**src/rtl/eagen_pkg.sv**
```systemverilog
package eagen_pkg;
  typedef enum logic [3:0] {
    AM_DIRECT  = 4'd0,
    AM_IMM     = 4'd1,
    AM_IND     = 4'd2,
    AM_POSTINC = 4'd3,
    AM_PREDEC  = 4'd4,
    AM_DISP4   = 4'd5,
    AM_IDX_RN  = 4'd6,
    AM_GBR_D8  = 4'd7,
    AM_IDX_GBR = 4'd8,
    AM_PC_LIT  = 4'd9,
    AM_PC_BR   = 4'd10
  } amode_e;

  typedef enum logic [1:0] {
    SZ_BYTE  = 2'd0,
    SZ_WORD  = 2'd1,
    SZ_LONG  = 2'd2,
    SZ_LONGX = 2'd3
  } osize_e;

  function automatic logic [1:0] size_shift(input logic [1:0] sz);
    case (sz)
      2'd0:    return 2'd0;
      2'd1:    return 2'd1;
      default: return 2'd2;
    endcase
  endfunction
endpackage

```
**src/rtl/eagen_scale.sv**
```systemverilog
module eagen_scale #(
  parameter int IN_W  = 4,
  parameter int OUT_W = 32
) (
  input  logic [IN_W-1:0]  d_i,
  input  logic [1:0]       size_i,
  output logic [OUT_W-1:0] q_o
);
  import eagen_pkg::*;

  localparam int PAD_W = OUT_W - IN_W;

  logic [OUT_W-1:0] zext;
  assign zext = {{PAD_W{1'b0}}, d_i};

  always_comb begin
    case (size_shift(size_i))
      2'd0:    q_o = zext;
      2'd1:    q_o = zext << 1;
      default: q_o = zext << 2;
    endcase
  end
endmodule

```
**src/rtl/eagen_step.sv**
```systemverilog
module eagen_step #(
  parameter int AW = 32
) (
  input  logic [1:0]    size_i,
  output logic [AW-1:0] step_o
);
  import eagen_pkg::*;

  localparam logic [AW-1:0] ONE = AW'(1);

  assign step_o = ONE << size_shift(size_i);
endmodule

```
**src/rtl/eagen_calc.sv**
```systemverilog
module eagen_calc #(
  parameter int AW   = 32,
  parameter int DW   = 12,
  parameter int D4_W = 4,
  parameter int D8_W = 8
) (
  input  logic [3:0]    mode_i,
  input  logic [1:0]    size_i,
  input  logic [AW-1:0] rn_i,
  input  logic [AW-1:0] r0_i,
  input  logic [AW-1:0] gbr_i,
  input  logic [AW-1:0] pc_i,
  input  logic [DW-1:0] disp_i,
  output logic [AW-1:0] ea_o,
  output logic          mem_o,
  output logic          wb_en_o,
  output logic [AW-1:0] wb_val_o
);
  import eagen_pkg::*;

  localparam int BR_PAD = AW - DW - 1;

  logic [AW-1:0] step;
  logic [AW-1:0] d4_scaled;
  logic [AW-1:0] d8_scaled;
  logic [AW-1:0] br_off;
  logic [AW-1:0] pc_base;
  logic [AW-1:0] rn_dec;
  logic          long_acc;
  amode_e        am;

  eagen_step #(.AW(AW)) u_step (
    .size_i (size_i),
    .step_o (step)
  );

  eagen_scale #(.IN_W(D4_W), .OUT_W(AW)) u_sc4 (
    .d_i    (disp_i[D4_W-1:0]),
    .size_i (size_i),
    .q_o    (d4_scaled)
  );

  eagen_scale #(.IN_W(D8_W), .OUT_W(AW)) u_sc8 (
    .d_i    (disp_i[D8_W-1:0]),
    .size_i (size_i),
    .q_o    (d8_scaled)
  );

  assign am       = amode_e'(mode_i);
  assign long_acc = size_i[1];
  assign br_off   = {{BR_PAD{disp_i[DW-1]}}, disp_i, 1'b0};
  assign pc_base  = long_acc ? {pc_i[AW-1:2], 2'b00} : pc_i;
  assign rn_dec   = rn_i - step;

  always_comb begin
    ea_o     = '0;
    mem_o    = 1'b0;
    wb_en_o  = 1'b0;
    wb_val_o = rn_i;
    case (am)
      AM_IND: begin
        ea_o  = rn_i;
        mem_o = 1'b1;
      end
      AM_POSTINC: begin
        ea_o     = rn_i;
        mem_o    = 1'b1;
        wb_en_o  = 1'b1;
        wb_val_o = rn_i + step;
      end
      AM_PREDEC: begin
        ea_o     = rn_dec;
        mem_o    = 1'b1;
        wb_en_o  = 1'b1;
        wb_val_o = rn_dec;
      end
      AM_DISP4: begin
        ea_o  = rn_i + d4_scaled;
        mem_o = 1'b1;
      end
      AM_IDX_RN: begin
        ea_o  = r0_i + rn_i;
        mem_o = 1'b1;
      end
      AM_GBR_D8: begin
        ea_o  = gbr_i + d8_scaled;
        mem_o = 1'b1;
      end
      AM_IDX_GBR: begin
        ea_o  = r0_i + gbr_i;
        mem_o = 1'b1;
      end
      AM_PC_LIT: begin
        ea_o  = pc_base + d8_scaled;
        mem_o = 1'b1;
      end
      AM_PC_BR: begin
        ea_o = pc_i + br_off;
      end
      default: begin
        ea_o = '0;
      end
    endcase
  end
endmodule

```
**src/rtl/eagen_top.sv**
```systemverilog
module eagen_top #(
  parameter int AW   = 32,
  parameter int DW   = 12,
  parameter int D4_W = 4,
  parameter int D8_W = 8
) (
  input  logic          clk,
  input  logic          rst,
  input  logic          in_valid,
  input  logic [3:0]    mode_i,
  input  logic [1:0]    size_i,
  input  logic [AW-1:0] rn_i,
  input  logic [AW-1:0] r0_i,
  input  logic [AW-1:0] gbr_i,
  input  logic [AW-1:0] pc_i,
  input  logic [DW-1:0] disp_i,
  output logic          out_valid,
  output logic [AW-1:0] ea_o,
  output logic          mem_access_o,
  output logic          rn_wb_en_o,
  output logic [AW-1:0] rn_wb_val_o
);
  logic [AW-1:0] ea_c;
  logic          mem_c;
  logic          wb_en_c;
  logic [AW-1:0] wb_val_c;

  eagen_calc #(.AW(AW), .DW(DW), .D4_W(D4_W), .D8_W(D8_W)) u_calc (
    .mode_i   (mode_i),
    .size_i   (size_i),
    .rn_i     (rn_i),
    .r0_i     (r0_i),
    .gbr_i    (gbr_i),
    .pc_i     (pc_i),
    .disp_i   (disp_i),
    .ea_o     (ea_c),
    .mem_o    (mem_c),
    .wb_en_o  (wb_en_c),
    .wb_val_o (wb_val_c)
  );

  always_ff @(posedge clk) begin
    if (rst) begin
      out_valid    <= 1'b0;
      ea_o         <= '0;
      mem_access_o <= 1'b0;
      rn_wb_en_o   <= 1'b0;
      rn_wb_val_o  <= '0;
    end else begin
      out_valid    <= in_valid;
      mem_access_o <= in_valid & mem_c;
      rn_wb_en_o   <= in_valid & wb_en_c;
      if (in_valid) begin
        ea_o        <= ea_c;
        rn_wb_val_o <= wb_val_c;
      end
    end
  end
endmodule

```
**config.mk**
```make
export PLATFORM = sky130hd
export DESIGN_NAME = eagen_top
export DESIGN_NICKNAME = d
export VERILOG_FILES = /design/src/rtl/eagen_pkg.sv /design/src/rtl/eagen_scale.sv /design/src/rtl/eagen_step.sv /design/src/rtl/eagen_calc.sv /design/src/rtl/eagen_top.sv
export SDC_FILE = /design/constraint.sdc
export NUM_CORES = 1
export LEC_CHECK = 0
export ABC_AREA = 0
export BUFFER_PORTS_ARGS = -buffer_cell sky130_fd_sc_hd__buf_2
export CORE_ASPECT_RATIO = 1.2
export CORE_UTILIZATION = 43
export DETAILED_ROUTE_END_ITERATION = 12
export RECOVER_POWER = 50
export SLEW_MARGIN = 20
export SYNTH_ARGS = -nofsm -noshare
export SYNTH_HDL_FRONTEND = slang
export SYNTH_SLANG_ARGS = --single-unit
export TNS_END_PERCENT = 10
```
**constraint.sdc**
```tcl
create_clock -name clk -period 9.1 [get_ports clk]
set_input_delay 0.455 -clock clk [delete_from_list [all_inputs] [get_ports clk]]
set_output_delay 0.455 -clock clk [all_outputs]
set_load 0.02 [all_outputs]
```
======== Word level (Yosys, flattened, before mapping) ========
Cells that the tools add are included.
Widths: inputs -> output; s select.
storage, ports and cells
  bits in registers ....................... 67
  input port bits ......................... 149
  output and inout port bits .............. 67
  word-level logic and storage cells ...... 40
cells by class
  $add $sub $neg .......................... 8
  equal/unequal tests ..................... 11
  shifts and indexed selects .............. 1
  multiplexer cells ....................... 8
  bitwise gates (word level) .............. 2
  reductions and logical operators ........ 5
operator list
  kind                  number
  $pmux 32 s8           1
  $add 32x32->32        4
  $add 32x10->32        2
  $pmux 32 s2           1
  $add 32x6->32         1
  $shl 1x2->32 const A  1
  $sub 32x32->32        1
  $pmux 10 s2           1
  $eq 4x3->1 const B    4
  $eq 4x4->1 const B    3
  $pmux 6 s2            1
  $eq 4x2->1 const B    2
  $reduce_or 8->1       1
  $eq 2x1->1 const B    2
  $logic_not 2->1       2
  $pmux 2 s2            1
  $reduce_or 2->1       2
  $and 1x1->1           2
  $mux 1                2
  $mux 2                1

======== Longest topological paths before layout ========
Gate-level depths: netlist (run 1).
  word-level depth ........................ 6
  mapped depth ............................ 18
  mapped depth without buffers ............ 15

======== By module ========
From an unflattened synthesis (run 1), not the netlist that was laid out.
second synthesis, totals
  cell total of the unflattened synthesis .. 2120
  area total of the unflattened synthesis .. 15648.8 um2
modules (own cells, without submodules)
  module                      instances  cells each  area an instance (um2)  seq. area each (um2)
  eagen_calc                  1          1783        12385.6                 0.0
  eagen_top                   1          212         2389.8                  1341.3
  eagen_scale (u_calc.u_sc8)  1          50          345.3                   0.0
  eagen_scale (u_calc.u_sc4)  1          42          292.8                   0.0
  eagen_step                  1          33          235.2                   0.0

======== Worst setup path before layout (run 1) ========
OpenSTA, ideal clock, no wires.
  path kind ............................... input -> register
  start point ............................. input mode_i[3]
  end point ............................... register ea_o[28]
  library setup time ...................... 0.120 ns
  arrival time ............................ 4.115 ns
  required time ........................... 8.980 ns
  path slack .............................. 4.865 ns
  cell stages on the path ................. 16
  path buffers ............................ 3
  path through ............................ buf_2 nor2b_1 and2_1 buf_2 buf_1 mux2_2 ha_1 a21o_1 a311o_1 nand3_1 a31oi_1 o41ai_1 o31a_1 o21bai_1 and4_1 a211o_1
between the ends
  longest elaborated chain between the ends .. 3
  elaborated cells between the ends (all ways) .. 11
  classes of those cells .................. eq/ne (9); mux (1); reduce/logical (1)
ends and longest elaborated chain
  item                       line              source
  from (decl)                eagen_top.sv:10   input logic [3:0] mode_i,
  $eq 4x2->1                 eagen_calc.sv:60  case (am)
  $reduce_or 2->1 (no line)  --
  $pmux 32 s8 (*)            eagen_calc.sv:60
  to (signal assigned)       eagen_top.sv:45   ea_o <= '0;
  to (signal assigned)       eagen_top.sv:54   ea_o <= ea_c;
  to (decl)                  eagen_top.sv:18   output logic [AW-1:0] ea_o,
Every way passes the cells marked *; elsewhere a longest branch is shown, timed or not.
A chain may end at the register's enable or synchronous reset.

======== Worst setup path after layout (run 1) ========
Ends and elaborated chain as after synthesis.

==> results of run 1 <==
worst max-delay path: cells and delay by family:
kind | cells | cell delay, ns
AO/OA/AOI/OAI | 8 | 2.30
AND/OR/NAND/NOR | 4 | 1.04
adder cells (fa/ha/maj) | 2 | 0.67
buffers and inverters | 1 | 0.17
cell families (layout without fill, tap and decap cells):
logic type | count (synthesis) | after routing | share of synthesized area
adders and majority gates | 90 | 90 | 0.105
and+or+nand+nor | 597 | 597 | 0.258
other | 2 | 2 | 0.000679
DFF | 67 | 67 | 0.121
AOI/OAI and AO/OA | 512 | 512 | 0.311
muxes | 67 | 67 | 0.0645
buffers and inverters | 135 | 280 | 0.0481
xor gates and xnor gates | 117 | 117 | 0.0926
cells in the final DEF (no fill, tap or decap), types with 8 or more instances in the layout:
| master | n |
|---|---|
| nand2_1 | 181 |
| buf_2 | 148 |
| nor2_1 | 145 |
| a21oi_1 | 128 |
| o21ai_0 | 100 |
| ha_1 | 86 |
| nand3_1 | 69 |
| xnor2_1 | 69 |
| dfxtp_1 | 67 |
| clkbuf_1 | 67 |
| xor2_1 | 48 |
| nor3_1 | 42 |
| a21o_1 | 39 |
| mux2i_1 | 36 |
| a211oi_1 | 35 |
| nand4_1 | 31 |
| mux2_2 | 30 |
| and3_1 | 28 |
| inv_1 | 27 |
| a221oi_1 | 27 |
| a31oi_1 | 23 |
| buf_4 | 22 |
| o211ai_1 | 16 |
| and2_1 | 14 |
| o21bai_1 | 14 |
| or3_1 | 14 |
| nor4_1 | 13 |
| o221ai_1 | 12 |
| nor2b_1 | 11 |
| nand2b_1 | 11 |
| o31ai_1 | 9 |
| o22ai_1 | 9 |
| a211o_1 | 9 |
| clkbuf_16 | 9 |
| a41oi_1 | 8 |
final timing paths:
check                                startpoint              end
worst max-delay path                  mode_i[3]         ea_o[28]
worst min-delay path            rn_wb_val_o[27]  rn_wb_val_o[27]
worst max register to register         ea_o[28]         ea_o[28]
worst min register to register  rn_wb_val_o[27]  rn_wb_val_o[27]
where the power goes:
group	switching (µW)	internal (µW)	total (µW)
registers	11.6	311	322
clock network	176	218	394
logic	428	246	674
registers in the layout (all words and copies together) (netlist names):
name,count
mem_access_o,1
out_valid,1
rn_wb_en_o,1
rn_wb_val_o,32
ea_o,32
per-stage QoR:
stage | cell area (µm²) | instances | hold slack (ns) | worst slack [ns] | util
floorplan | 11100 | 1587 | 0.541 | 4.87 | -
finish | 12500 | 2057 | 0.475 | 4.68 | 0.501
detailed placement | 12300 | 2041 | 0.462 | 4.38 | 0.492
global placement | 12300 | 2041 | 0.450 | 4.49 | 0.492
global route | 12500 | 2057 | 0.497 | 4.44 | 0.501
CTS | 12600 | 2057 | 0.476 | 4.74 | 0.504
routing by layer:
layer | part of all wire | vias to the layer above | GRT usage
met3 | 0.082 | 150 | 0.0517
li1 | - | 6239 | -
met2 | 0.46 | 735 | 0.614
met1 | 0.41 | 6322 | 0.479
met4 | 0.052 | 0 | 0.189
met5 | 0 | - | 0
final cells by class:
| type | count | area (µm²) |
|---|---|---|
| repair buffers | 237 | 1160 |
| inverters | 27 | 101 |
| clock inverters | 7 | 86.3 |
| fillers | 2640 | 12500 |
| clock buffers | 9 | 225 |
| flip-flops and latches | 67 | 1340 |
| multi-input cells | 1385 | 9190 |
| well taps | 325 | 407 |
==> qor.csv, run 1 <==
metric,value,unit
status,"complete, no violations",
crit_fanout,20,
drive_gt1_frac,0.139,
fin_crit_sh,0.485,
rsz0062_at_grt,false,
num_io_pins,216,
die_y,178,µm
root_buffer,clkbuf_16,
p_per_area,111,nW/µm²
row_count,63,
tns,0,ns
cts_tree,done,
total_leakage_power,0.00509,µW
avgSynthCellArea,6.97,µm²
synth.most_common_cell,nand2_1,
yosys.area.top_type,dfxtp_1,
clk_path_buf_depth,2,
ys_types,82,
netlist_area,11100,µm²
tightest_slew,0.973,ns
clock_sinks,67,
yosysWarnings,0,
worst_ep_required_time,9.35,ns
final_net_count,1966,
syn_nets,1826,
slew_violations,0,
clock_skew,0,ns
port_buffers,215,
cts.clk_slew.worst_paths,0.07,ns
start_kind,input port,
async_flop_share,0,
fp.dieW,148,µm
cts_made_buffers,9,
netlist_instances,1587,
ys.flop_type,dfxtp_1,
area_delta_synth_final,13.1,%
maxCapViolations,0,
htree_levels,3,
ys_seq_area_frac,0.121,
hold_viol_final,0,
grt_overflow,0,
grt_use_total,0.376,
total_power,1390,µW
wl_per_cell,24.4,µm
vias_per_cell,6.54,
diodes,0,
synth_commonest_cells,"nand2_1 (181), nor2_1 (146), a21oi_1 (128)",
synth_seq_cells,67,
path_cells,buf_2 -> nor2b_1 -> and2_2 -> o21ai_0 -> ha_1 -> fa_1 -> a21o_1 -> a311o_1 -> nand3_1 -> a31oi_1 -> o41ai_1 -> o31a_1 -> o21bai_1 -> and4_1 -> a211o_1,
arrival,4.66,ns
grt_antenna_before_repair,0,
hpwlAfterDp,39600,µm
gp_congestion,1.00,
cts_resized,0,
yosysTopAreaCellShare,0.121,
wirelength,50100,µm
peakVddDrop,0.0815,mV
synth.area.top_cells,"dfxtp_1 (12%), ha_1 (9.7%), nand2_1 (6.1%)",
critical_path_class,in -> reg,
clock.fmax,0.226,GHz
grt_pass1_vias,12500,
drt_first_pass_iters,5,
critical-path-max-stage-delay,0.71,ns
num_vias,13400,
initial_utilization,0.443,
holdPathStages,2,
fin_crit,4.42,ns
coreArea,25000,µm²
grt_pass1_wl,75000,µm
postRouteAntennaNets,0,
post_cts_buffers,0,
drtIter0Drc,1310,
clock_latency,0.35,ns
hold_class,reg -> reg,
drc,0,
critPathSlowestCell,o41ai_1,
grt_max_degree,57,
endpoint_kind,flop,
cts_hold_buf,0,
rr_worst_depth,4,
relSlewSlack,0.335,
reg2reg_slack,7.50,ns
setup_viol,0,
die-area,26400,µm²
synth_edf_count,0,
(Power assumes the default switching activity.)
==> run 2: changes to the inputs <==
--- a/config.mk
+++ b/config.mk
@@ -5,7 +5,7 @@
 export SDC_FILE = /design/constraint.sdc
 export NUM_CORES = 1
 export LEC_CHECK = 0
-export ABC_AREA = 0
+export ABC_AREA = 1
 export BUFFER_PORTS_ARGS = -buffer_cell sky130_fd_sc_hd__buf_2
 export CORE_ASPECT_RATIO = 1.2
 export CORE_UTILIZATION = 43
==> constraint.sdc (replaced) <==
create_clock -name clk -period 4.3 [get_ports clk]
set_input_delay 0.215 -clock clk [delete_from_list [all_inputs] [get_ports clk]]
set_output_delay 0.215 -clock clk [all_outputs]
set_load 0.02 [all_outputs]
==> run 2 against run 1 <==
  * Via count up 29%
  * Synthesized cell count up 43%
  * Synthesized area grew 10%
  * Count of clock-buffer cells in the layout unchanged
  * Clock power rose by 100%
  * Combinational power rose by 130%
  * Die area is 9.8% higher
  * Cell area rose by 10%
==> qor.csv, run 2 <==
metric,value,unit,change
status,"complete, no violations",,
synth_edf_count,0,,unchanged
cts_resized,0,,unchanged
slew_violations,0,,unchanged
ys_types,53,,-35%
die-area,29000,µm²,+9.8%
final_common_cell,nand2_1,,
cts_made_buffers,9,,unchanged
drive_gt1_frac,0.105,,-0.0337
min-delay-start,mode_i[3],,
clock_latency,0.36,ns,about the same
p_clk_frac,0.264,,-0.019
worst_ep_required_time,4.60,ns,-4.75 ns
clock_skew,0,ns,unchanged
coreArea,27800,µm²,+11%
grt_pass1_vias,15800,,+27%
switchingPower,1480,µW,+140%
synth_seq_cells,67,,unchanged
grt_pass1_wl,96500,µm,+29%
postRouteAntennaNets,0,,unchanged
htree_levels,3,,unchanged
cts_tree,done,,
yosysWarnings,0,,unchanged
grt_overflow,0,,unchanged
wl_per_cell,23.4,µm,-3.9%
gp_congestion,1.10,,+9.2%
ys_seq_area_frac,0.110,,-0.0110
num_io_pins,216,,unchanged
endpoint_kind,flop,,
initial_utilization,0.437,,-0.00568
fill_cells,3197,,+21%
p_per_area,221,nW/µm²,+99%
drtIter0Drc,2070,,+58%
netlist_instances,2274,,+43%
tightest_slew,0.959,ns,-0.0140 ns
maxCapViolations,0,,unchanged
num_vias,17300,,+29%
arrival,3.92,ns,-0.74 ns
fin_crit_sh,0.842,,
netlist_area,12200,µm²,+10%
final_net_count,2691,,+37%
drt_first_pass_iters,8,,+3
drc,0,,unchanged
seqPwrFrac,0.227,,-0.005
area_delta_synth_final,13.5,%,
whs,0.0994,ns,-0.376 ns
peakVddDrop,0.311,mV,+280%
startpoint,mode_i[3],,
clk_path_buf_depth,2,,unchanged
avgSynthCellArea,5.35,µm²,-23%
hold_viol_final,0,,unchanged
synth.most_common_cell,nand2_1,,
clock.fmax,0.276,GHz,
total_leakage_power,0.00645,µW,+27%
p_int,1570,µW,+100%
grt_use_total,0.453,,+0.0777
vias_per_cell,6.09,,-6.8%
setup_viol,0,,unchanged
synth.area.top_cells,"nand2_1 (20%), dfxtp_1 (11%), nand3_1 (10%)",,
wirelength,66400,µm,+32%
yosysTopAreaCellShare,0.200,,+0.0784
crit_fanout,37,,+85%
diodes,0,,unchanged
critical_path_class,in -> reg,,
synth_commonest_cells,"nand2_1 (647), nand3_1 (246), inv_1 (244)",,
tns,0,ns,unchanged
root_buffer,clkbuf_16,,
cts.clk_slew.worst_paths,0.07,ns,about the same
final_cell_mix,"nand2_1 (647), nand3_1 (246), inv_1 (244), nor2_1 (223), o21ai_0 (205)",,
fp.dieW,156,µm,+4.8%
yosys.area.top_type,nand2_1,,
port_buffers,215,,unchanged
total_power,3050,µW,+120%
grt_max_degree,58,,+1.8%
row_count,67,,+6.3%
reg2reg_from,ea_o[10],,
p_comb_frac,0.509,,+0.024
ys.flop_type,dfxtp_1,,
hpwlAfterDp,55200,µm,+39%
rsz0062_at_grt,false,,
fin_crit,3.62,ns,
syn_nets,2513,,+38%
top_regs,"ea_o: 32 flops, rn_wb_val_o: 32 flops",,
cts_hold_buf,0,,unchanged
start_kind,input port,,
p_sw_frac,0.486,,+0.0432
die_y,186,µm,+4.8%
clock_sinks,67,,unchanged
hold_class,in -> reg,,
relSlewSlack,0.360,,+0.0254
grt_antenna_before_repair,2,,+2
post_cts_buffers,0,,unchanged
async_flop_share,0,,unchanged
-- run 2: changes by cell type in the layout (fill, tap and decap cells not counted), sizes merged, moves of 61 or more --
cell	change
nand2	+487
inv	+234
xnor2	-63
o21ai	+120
nand3	+177
a21oi	+61
nor2	+89
-- run 2: through the flow --
| stage | cells | setup WS, ns | utilization | area (µm²) |
|---|---|---|---|---|
| 2_1_floorplan | 2274 | 1.40 | - | 12200 |
| 3_3_place_gp | 2820 | 0.450 | 0.488 | 13600 |
| 3_5_place_dp | 2820 | 0.447 | 0.488 | 13600 |
| 4_1_cts | 2836 | 0.818 | 0.499 | 13900 |
| 5_1_grt | 2836 | 0.481 | 0.496 | 13800 |
| 6_report | 2836 | 0.679 | 0.496 | 13800 |
-- run 2: cells by family (layout without fill, tap and decap cells) --
family	Yosys count	after routing	synth area share
simple gates	1270	1270	0.452
compound gates	502	502	0.226
buf+inv	331	514	0.107
fa+ha+maj	90	90	0.0950
flops	67	67	0.110
xor+xnor	12	12	0.00864
other cells	2	2	0.000617
-- run 2: power groups by stage --
stage | Sequential, µW | Combinational, µW | Clock, µW
floorplan | 751 | 902 | 0
global placement | 701 | 1500 | 0
detailed placement | 702 | 1510 | 0
CTS | 689 | 1520 | 800
global route | 695 | 1680 | 816
finish | 691 | 1550 | 806
-- run 2: layout make-up --
| cell class | count | area, µm² | area share |
|---|---|---|---|
| clock buffer | 9 | 225 | 0.0163 |
| timing repair buffer | 236 | 1160 | 0.0842 |
| sequential | 67 | 1340 | 0.0972 |
| tap | 379 | 474 | 0.0343 |
| inverter | 262 | 988 | 0.0716 |
| multi-input combinational | 1876 | 9540 | 0.691 |
| clock inverter | 7 | 76.3 | 0.00553 |
-- run 2: worst max-delay path, cell delays in order --
cell and delay, ns:
buf_2 0.12, inv_2 0.07, nor2_8 0.17, nand2_1 0.40, inv_2 0.19, buf_12 0.21, o21ai_0 0.14, ha_1 0.40
nand2_1 0.17, inv_1 0.08, nand2_1 0.11, nor3_1 0.50, nand4_1 0.23, nand3_1 0.25, o21ai_0 0.10, o21ai_0 0.18
nor2_1 0.07, nand3_1 0.08, nand2_1 0.05, a21oi_1 0.14
-- run 2: path summary, 6_finish.rpt --
path | end | slack, ns | depth (start not counted)
max | ea_o[18] | 0.68 | 20
max reg2reg | ea_o[10] | 3.51 | 2
min reg2reg | ea_o[2] | 0.47 | 2
min | mem_access_o | 0.1 | 2
-- run 2: routing by layer --
metal / wire length (µm) / up-vias / GRT usage
met5: 13 / - / 0
met4: 5270 / 2 / 0.333
met3: 6320 / 237 / 0.0711
met2: 29600 / 1151 / 0.740
met1: 25100 / 7898 / 0.541
li1: - / 7996 / -
==> run 3: changes to the inputs <==
--- a/config.mk
+++ b/config.mk
@@ -10,6 +10,7 @@
 export CORE_ASPECT_RATIO = 1.2
 export CORE_UTILIZATION = 43
 export DETAILED_ROUTE_END_ITERATION = 12
+export PLACE_DENSITY = 0.67
 export RECOVER_POWER = 50
 export SLEW_MARGIN = 20
 export SYNTH_ARGS = -nofsm -noshare
==> constraint.sdc (replaced) <==
create_clock -name clk -period 3.1 [get_ports clk]
set_input_delay 0.155 -clock clk [delete_from_list [all_inputs] [get_ports clk]]
set_output_delay 0.155 -clock clk [all_outputs]
set_load 0.02 [all_outputs]
==> run 3 against run 2 <==
  * The flow now finishes with violations (max-capacitance violations, max-slew violations)
  * Clock skew did not move
  * Clock power up 44%
  * Global-route usage up 1.0 points
  * Critical path type unchanged
  * Highest routed layer is now met4
==> qor.csv, run 3 (synthesis results as in run 2) <==
metric,value,unit,change
status,"complete, but fails checks",,
violations,"max-capacitance violations, max-slew violations",,
cts_tree,done,,
cts_hold_buf,0,,unchanged
wl_per_cell,22.3,µm,-4.5%
grt_pass1_wl,99100,µm,+2.7%
grt_antenna_before_repair,0,,-2
grt_use_total,0.464,,+0.0104
fill_cells,3056,,-4.4%
final_common_cell,nand2_1,,
fin_crit_sh,0.962,,
final_cell_mix,"nand2_1 (646), inv_1 (245), nand3_1 (245), buf_4 (227), nor2_1 (223)",,
clock_sinks,67,,unchanged
clock_latency,0.35,ns,about the same
gp_congestion,1.11,,+1.5%
top_regs,"ea_o: 32 flops, rn_wb_val_o: 32 flops",,
arrival,3.26,ns,-0.66 ns
critical_path_class,in -> reg,,
grt_pass1_vias,16800,,+6.3%
multi_input_area,9550,µm²,+0.16%
drt_first_pass_iters,6,,-2
drtIter0Drc,2260,,+9.2%
area_delta_synth_final,26.6,%,
final_net_count,2899,,+7.7%
cts_made_buffers,9,,unchanged
worst_ep_required_time,3.38,ns,-1.22 ns
placedInstanceArea,15200,µm²,+12%
seqCellArea,1340,µm²,unchanged
drc,0,,unchanged
wirelength,68000,µm,+2.5%
die_y,186,µm,unchanged
total_leakage_power,0.00747,µW,+16%
hold_class,in -> reg,,
relSlewSlack,-0.0556,,-0.416
crit_fanout,16,,-57%
die-area,29000,µm²,unchanged
drive_gt1_frac,0.177,,+0.0721
initial_utilization,0.437,,unchanged
total_power,4590,µW,+50%
grt_max_degree,93,,+60%
maxCapViolations,1,,+1
rsz0062_at_grt,false,,
fp.dieW,156,µm,unchanged
slew_violations,38,,+38
vias_per_cell,5.92,,-2.9%
coreArea,27800,µm²,unchanged
clock_skew,0,ns,unchanged
port_buffers,215,,unchanged
row_count,67,,unchanged
p_per_area,298,nW/µm²,+35%
num_io_pins,216,,unchanged
start_kind,input port,,
design_area,15400,µm²,+12%
root_buffer,clkbuf_16,,
clock.fmax,0.335,GHz,
endpoint_kind,flop,,
fin_crit,2.98,ns,
clk_path_buf_depth,2,,unchanged
tightest_slew,1.58,ns,+0.625 ns
cts.clk_slew.worst_paths,0.08,ns,about the same
grt_overflow,0,,unchanged
htree_levels,3,,unchanged
setup_viol,0,,unchanged
postRouteAntennaNets,0,,unchanged
num_vias,18000,,+4.3%
diodes,0,,unchanged
hold_viol_final,0,,unchanged
hpwlAfterDp,57100,µm,+3.4%
peakVddDrop,0.295,mV,-5.3%
-- run 3: per-layer routing --
layer  part of all wire  global-route usage  vias to the layer above
met5                  0                   0                        -
met4              0.097               0.390                        0
met3               0.10              0.0827                      287
met2               0.43               0.736                     1150
met1               0.38               0.546                     8178
li1                   -                   -                     8407
-- run 3: where the power goes --
part           switching, µW  internal (µW)  total (µW)
registers               42.4            921         963
logic                   1600            865        2460
clock network            518            640        1160
total                   2160           2430        4590
-- run 3: worst max-delay path: stages --
cell and delay [ns]:
buf_2 0.11, inv_2 0.11, nor2_8 0.04, buf_4 0.19
nand2_8 0.14, clkinv_4 0.15, nand2_1 0.15, o21ai_0 0.11
ha_1 0.38, nand2_1 0.11, nor4_1 0.26, nand2_1 0.13
nand2_1 0.19, nand2_1 0.19, inv_2 0.12, nand2_1 0.08
xnor2_1 0.23, nand2_1 0.09, nand3_1 0.10, nand2_1 0.06
a21oi_1 0.16
-- run 3: layout make-up --
cell class	count	area share
Multi-Input combinational cell	1876	0.620
Timing Repair Buffer	444	0.178
Sequential cell	67	0.0871
Inverter	262	0.0642
Tap cell	379	0.0308
Clock buffer	9	0.0146
Clock inverter	7	0.00536
-- run 3: metrics by stage --
stage,setup TNS [ns],util,hold WS (ns),instances,worst slack [ns]
2_1_floorplan,0,-,0.249,2274,0.265
3_3_place_gp,-1.73,0.545,0.452,3028,-0.246
3_5_place_dp,-1.98,0.545,0.452,3028,-0.275
4_1_cts,0,0.556,0.100,3044,0.0753
5_1_grt,0,0.553,0.111,3044,0.00234
6_report,0,0.553,0.104,3044,0.118
-- run 3: worst paths after layout --
path                       end  depth (start not counted)  slack [ns]       from
hold / removal    mem_access_o                          3        0.10  mode_i[3]
hold reg to reg        ea_o[1]                          2        0.47    ea_o[1]
setup / recovery      ea_o[16]                         21        0.12  mode_i[3]
setup reg to reg       ea_o[6]                          2        2.29    ea_o[6]
-- run 3: repair_timing --
item,CTS,global route
setup buffers,0,0
resized for setup,0,6
endpoints found under the setup margin,0,9
